<file path="src/rtl/alu_pkg.sv">
package alu_pkg;

    localparam int DATA_W  = 32;
    localparam int FLAG_W  = 4;

    typedef enum logic [3:0] {
        OP_AND = 4'h0, OP_EOR = 4'h1, OP_SUB = 4'h2, OP_RSB = 4'h3,
        OP_ADD = 4'h4, OP_ADC = 4'h5, OP_SBC = 4'h6, OP_RSC = 4'h7,
        OP_TST = 4'h8, OP_TEQ = 4'h9, OP_CMP = 4'hA, OP_CMN = 4'hB,
        OP_ORR = 4'hC, OP_MOV = 4'hD, OP_BIC = 4'hE, OP_MVN = 4'hF
    } alu_op_e;

    typedef struct packed {
        logic n;
        logic z;
        logic c;
        logic v;
    } flags_t;

    // Operations that compute through the adder
    function automatic logic op_is_arith(alu_op_e op);
        case (op)
            OP_SUB, OP_RSB, OP_ADD, OP_ADC,
            OP_SBC, OP_RSC, OP_CMP, OP_CMN: return 1'b1;
            default:                        return 1'b0;
        endcase
    endfunction

    // Operations whose result is discarded
    function automatic logic op_is_probe(alu_op_e op);
        case (op)
            OP_TST, OP_TEQ, OP_CMP, OP_CMN: return 1'b1;
            default:                        return 1'b0;
        endcase
    endfunction

endpackage

</file>
<file path="src/rtl/alu_logic_unit.sv">
module alu_logic_unit
    import alu_pkg::*;
#(
    parameter int DW = DATA_W
) (
    input  alu_op_e         op,
    input  logic [DW-1:0]   a,
    input  logic [DW-1:0]   b,
    output logic [DW-1:0]   y
);

    always_comb begin
        case (op)
            OP_AND, OP_TST: y = a & b;
            OP_EOR, OP_TEQ: y = a ^ b;
            OP_ORR:         y = a | b;
            OP_MOV:         y = b;
            OP_BIC:         y = a & ~b;
            OP_MVN:         y = ~b;
            default:        y = '0;
        endcase
    end

endmodule

</file>
<file path="src/rtl/alu_arith_unit.sv">
module alu_arith_unit
    import alu_pkg::*;
#(
    parameter int DW = DATA_W
) (
    input  alu_op_e         op,
    input  logic [DW-1:0]   a,
    input  logic [DW-1:0]   b,
    input  logic            cin,
    output logic [DW-1:0]   sum,
    output logic            cout,
    output logic            ovf
);

    localparam int MSB = DW - 1;

    logic [DW-1:0] x, y;
    logic          ci;
    logic [DW:0]   wide;

    // Subtraction is x + ~y + carry, so carry-out means no borrow
    always_comb begin
        case (op)
            OP_ADD, OP_CMN: begin x = a; y = b;  ci = 1'b0; end
            OP_ADC:         begin x = a; y = b;  ci = cin;  end
            OP_SUB, OP_CMP: begin x = a; y = ~b; ci = 1'b1; end
            OP_SBC:         begin x = a; y = ~b; ci = cin;  end
            OP_RSB:         begin x = b; y = ~a; ci = 1'b1; end
            OP_RSC:         begin x = b; y = ~a; ci = cin;  end
            default:        begin x = '0; y = '0; ci = 1'b0; end
        endcase
    end

    assign wide = {1'b0, x} + {1'b0, y} + {{DW{1'b0}}, ci};
    assign sum  = wide[MSB:0];
    assign cout = wide[DW];
    assign ovf  = (x[MSB] == y[MSB]) && (wide[MSB] != x[MSB]);

endmodule

</file>
<file path="src/rtl/alu_flag_reg.sv">
module alu_flag_reg
    import alu_pkg::*;
(
    input  logic   clk,
    input  logic   rst,
    input  logic   load,
    input  flags_t d,
    output flags_t q
);

    always_ff @(posedge clk) begin
        if (rst)
            q <= '0;
        else if (load)
            q <= d;
    end

    // reset clears the stored flags
    a_r10_reset_clear: assert property (@(posedge clk)
        rst |=> (q == '0));

    // register holds without a load
    a_r8_hold: assert property (@(posedge clk) disable iff (rst)
        !load |=> $stable(q));

    // register takes the offered value on a load
    a_r9_load: assert property (@(posedge clk) disable iff (rst)
        load |=> (q == $past(d)));

endmodule

</file>
<file path="src/rtl/dp_alu_core.sv">
module dp_alu_core
    import alu_pkg::*;
#(
    parameter int DW     = DATA_W,
    parameter int STAT_W = 32
) (
    input  logic              clk,
    input  logic              rst,
    input  logic [3:0]        op_code,
    input  logic [DW-1:0]     opnd_a,
    input  logic [DW-1:0]     opnd_b,
    input  logic              shf_carry,
    input  logic              shf_carry_vld,
    input  logic              set_flags,
    output logic [DW-1:0]     result,
    output logic              result_we,
    output logic [FLAG_W-1:0] flags_next,
    output logic [STAT_W-1:0] stat_word
);

    localparam int MSB = DW - 1;

    alu_op_e       op;
    flags_t        fl_q, fl_calc, fl_d;
    logic [DW-1:0] logic_y, arith_y;
    logic          arith_c, arith_v, is_arith;

    assign op       = alu_op_e'(op_code);
    assign is_arith = op_is_arith(op);

    alu_logic_unit #(.DW(DW)) u_logic (
        .op (op),
        .a  (opnd_a),
        .b  (opnd_b),
        .y  (logic_y)
    );

    alu_arith_unit #(.DW(DW)) u_arith (
        .op   (op),
        .a    (opnd_a),
        .b    (opnd_b),
        .cin  (fl_q.c),
        .sum  (arith_y),
        .cout (arith_c),
        .ovf  (arith_v)
    );

    assign result    = is_arith ? arith_y : logic_y;
    assign result_we = !op_is_probe(op);

    always_comb begin
        fl_calc.n = result[MSB];
        fl_calc.z = (result == '0);
        if (is_arith) begin
            fl_calc.c = arith_c;
            fl_calc.v = arith_v;
        end else begin
            fl_calc.c = shf_carry_vld ? shf_carry : fl_q.c;
            fl_calc.v = fl_q.v;
        end
    end

    assign fl_d       = set_flags ? fl_calc : fl_q;
    assign flags_next = fl_d;

    alu_flag_reg u_flags (
        .clk  (clk),
        .rst  (rst),
        .load (set_flags),
        .d    (fl_d),
        .q    (fl_q)
    );

    assign stat_word = {fl_q, {(STAT_W-FLAG_W){1'b0}}};

    // test and compare codes never request a write-back
    a_r5_no_write: assert property (@(posedge clk) disable iff (rst)
        (op_code[3:2] == 2'b10) |-> !result_we);

    // offered Z tracks a zero result
    a_r11_zero_flag: assert property (@(posedge clk) disable iff (rst)
        set_flags |-> (flags_next[2] == (result == '0)));

    // logic operations keep overflow
    a_r6_keep_v: assert property (@(posedge clk) disable iff (rst)
        (set_flags && !is_arith) |-> (flags_next[0] == stat_word[STAT_W-4]));

endmodule

</file>
<file path="config.mk">
export PLATFORM = sky130hd
export DESIGN_NAME = dp_alu_core
export DESIGN_NICKNAME = d
export VERILOG_FILES = /design/src/rtl/alu_pkg.sv /design/src/rtl/alu_logic_unit.sv /design/src/rtl/alu_arith_unit.sv /design/src/rtl/alu_flag_reg.sv /design/src/rtl/dp_alu_core.sv
export SDC_FILE = /design/constraint.sdc
export NUM_CORES = 1
export LEC_CHECK = 0
export CAP_MARGIN = 15
export CORE_MARGIN = 10
export CORE_UTILIZATION = 50
export CTS_BUF_LIST = sky130_fd_sc_hd__clkbuf_8
export DETAILED_ROUTE_END_ITERATION = 12
export GPL_ROUTABILITY_DRIVEN = 0
export PLACE_DENSITY = 0.93
export SYNTH_ARGS = -nofsm -noshare
export SYNTH_HDL_FRONTEND = slang
export SYNTH_SLANG_ARGS = --single-unit
export TNS_END_PERCENT = 10
</file>
<file path="constraint.sdc">
create_clock -name clk -period 7 [get_ports clk]
set_input_delay 1.05 -clock clk [delete_from_list [all_inputs] [get_ports clk]]
set_output_delay 1.05 -clock clk [all_outputs]
set_load 0.03 [all_outputs]
</file>
==> flow_summary.json <==
{
  "clkTransAtPathRegs_ns": 0.03,
  "status": "complete, no violations",
  "clk_latency_ns": 0.21,
  "cts.sinks": 4,
  "fin_skew_ns": 0.0000692,
  "path_class": "in2out",
  "diodes": 0,
  "netlist_area_sq_mm": 0.00571,
  "setup_slack_ns": 0.227,
  "layout_commonest_cell": "nand2_1",
  "largest_reg_flops": 4,
  "n_fill_cell": 963,
  "drv_cap": 0,
  "maxSlewViolCount": 0,
  "min_period_ns": 6.77,
  "avgSynthCellArea_sq_um": 6.28,
  "most-common-layout-cells": "nand2_1, clkdlybuf4s50_1, o21ai_0, inv_1, a21oi_1",
  "synth_flop_cell": "dfxtp_1",
  "p_sw_mw": 0.465,
  "cts_tree": "yes",
  "drive_gt1_share_pct": 10.6,
  "synth_cell_types": 85,
  "internal_power_mw": 0.351,
  "power_mw": 0.816,
  "placed_cells": 1124,
  "crit_arrival_ns": 5.72,
  "hold_path_end": "u_flags.q[0]",
  "clk_path_buf_depth": 2,
  "wirelength_um": 21700,
  "nets": 1129,
  "crit_fanout": 6,
  "die_area_sq_mm": 0.0161,
  "synth_edf_count": 0,
  "route.detailed.drc": 0,
  "p_sw_share_pct": 57.0,
  "power_frac_seq_pct": 3.1,
  "setup_violations": 0,
  "r2r_cells": 17,
  "grt_pass1_wl_um": 34400,
  "start_kind": "primary input",
  "hold_depth": 3,
  "num_rows": 38,
  "setup_tns_ns": 0,
  "hold_violations": 0,
  "cts_buffers": 3,
  "r2r-end": "u_flags.q[2]",
  "drt_iter0_markers": 1229,
  "combPwrFrac_pct": 91.1,
  "ant_nets": 0,
  "vdd_drop_max_v": 0.000124,
  "grt_pass1_vias": 6970,
  "worst_pin_slew_ns": 0.730,
  "fin_crit_sh_pct": 96.8,
  "crit_required_ns": 5.95,
  "r2r_start": "u_flags.q[1]",
  "firstDrtPassIters": 9,
  "grtUsageTotal_pct": 24.7,
  "fp.dieW_um": 127,
  "cts_root_buffer": "clkbuf_8",
  "min_from": "u_flags.q[0]",
  "ys_async_sr_fraction_pct": 0,
  "leakage_nw": 3.03,
  "yosysWarnings": 0,
  "layoutNonFillerInstCount": 1129,
  "dpl_worst_slack_ns": 0.0505,
  "top_regs": "u_flags.q: 4 flops",
  "num_vias": 7530,
  "io_buffers": 113,
  "core_area_sq_mm": 0.0110,
  "syn_inst": 909,
  "power.density_mw_per_mm2": 117,
  "regMostFlops": "u_flags.q",
  "fmax_mhz": 148,
  "die_y_um": 127,
  "slew_headroom_pct": 51.3,
  "boundaryPins": 142,
  "synthToLayoutAreaGrowth_pct": 22.5,
  "p_clk_share_pct": 5.9,
  "viasPerCell": 6.67,
  "antenna_found_initial": 0,
  "ys_ff_latch": 4,
  "htreeDepth": 1,
  "post-route-util_pct": 63.4,
  "ys_seq_area_share_pct": 1.40,
  "hp-class": "reg2reg",
  "initial_core_util_pct": 51.8,
  "r2r_setup_slack_ns": 3.03,
  "grt_max_degree": 63,
  "grt-ovfl-total": 0,
  "dp_hpwl_um": 16500,
  "avgRoutedWirePerCell_um": 19.2,
  "end_kind": "primary output"
}
routing by layer:
layer,track usage (%),share of wire [%]
met5,0,0
met4,12.2,4.7
met3,3.58,12
met2,40.6,45
met1,30.6,38
repair_timing:
item,4_1_cts,5_1_grt
endpoints found under the hold margin,0,0
buffers inserted,0,2
resized for setup,0,14
endpoints found under the setup margin,0,2
hold buffers,0,0
worst max-delay path, cell delays in order:
cell and delay [ns]:
clkdlybuf4s50_1 0.57, nand2b_1 0.17, o22ai_2 0.11, nand2b_1 0.20, a22oi_1 0.24, fa_1 0.27
inv_1 0.08, fa_1 0.45, a21o_1 0.22, a21oi_1 0.25, o221a_2 0.27, nor3_1 0.05
nor2_1 0.16, nor4_1 0.06, or3_1 0.41, nor4_2 0.36, nand4_1 0.27, o32ai_2 0.33
buf_4 0.21
cells in the mapped netlist (all sizes together), types with 12 or more instances:
cell    count  area (sq um)
nor2       64           240
o32ai      12           120
o221ai     36           315
inv        71           267
ha         63           788
a21o       12          90.1
nand2     128           483
nand3      21           105
a21oi      71           359
nor3       27           135
o21ai      83           415
nand4      15           100
xnor2      20           175
clkbuf     46           173
xor2       23           201
buf        47           342
power groups by stage:
stage                     logic (mW)  registers, mW  clock network, mW
final                          0.743         0.0251             0.0478
after global routing           0.790         0.0252             0.0508
after CTS                      0.719         0.0251             0.0486
after detailed placement       0.716         0.0254                  0
after global placement         0.704         0.0253                  0
after floorplan                0.465         0.0267                  0
worst max path at each step:
stage	from	endpoint	slack (ns)	cells after the start
CTS	op_code[2]	flags_next[2]	0.03	19
global route	op_code[3]	flags_next[2]	-0.02	19
finish	op_code[3]	flags_next[2]	0.23	19
floorplan	op_code[2]	flags_next[2]	0.11	19
detailed placement	op_code[2]	flags_next[2]	0.05	19
global placement	op_code[2]	flags_next[2]	0.12	19
logic make-up after synthesis:
kind of cell	Yosys count	synth area share, %
flops	4	1.40
compound gates	314	37.1
fa+ha+maj	65	14.5
other cells	1	0.0656
xor+xnor	43	6.59
buf+inv	164	13.7
mux	6	1.18
simple gates	312	25.4
final cells by class:
cell class | count | area, sq um | area share [%]
inverters | 71 | 267 | 3.81
multi-input cells | 768 | 5030 | 71.9
repair buffers | 143 | 1400 | 20.0
well taps | 140 | 175 | 2.50
flip-flops and latches | 4 | 80.1 | 1.14
clock buffers | 3 | 41.3 | 0.590
per-stage QoR:
step,area [sq um],hold WS [ns]
floorplan,5810,0.711
detailed placement,6880,0.590
global route,7000,0.645
finish,7000,0.597
global placement,6880,0.583
CTS,6920,0.597
(Power assumes the default switching activity.)
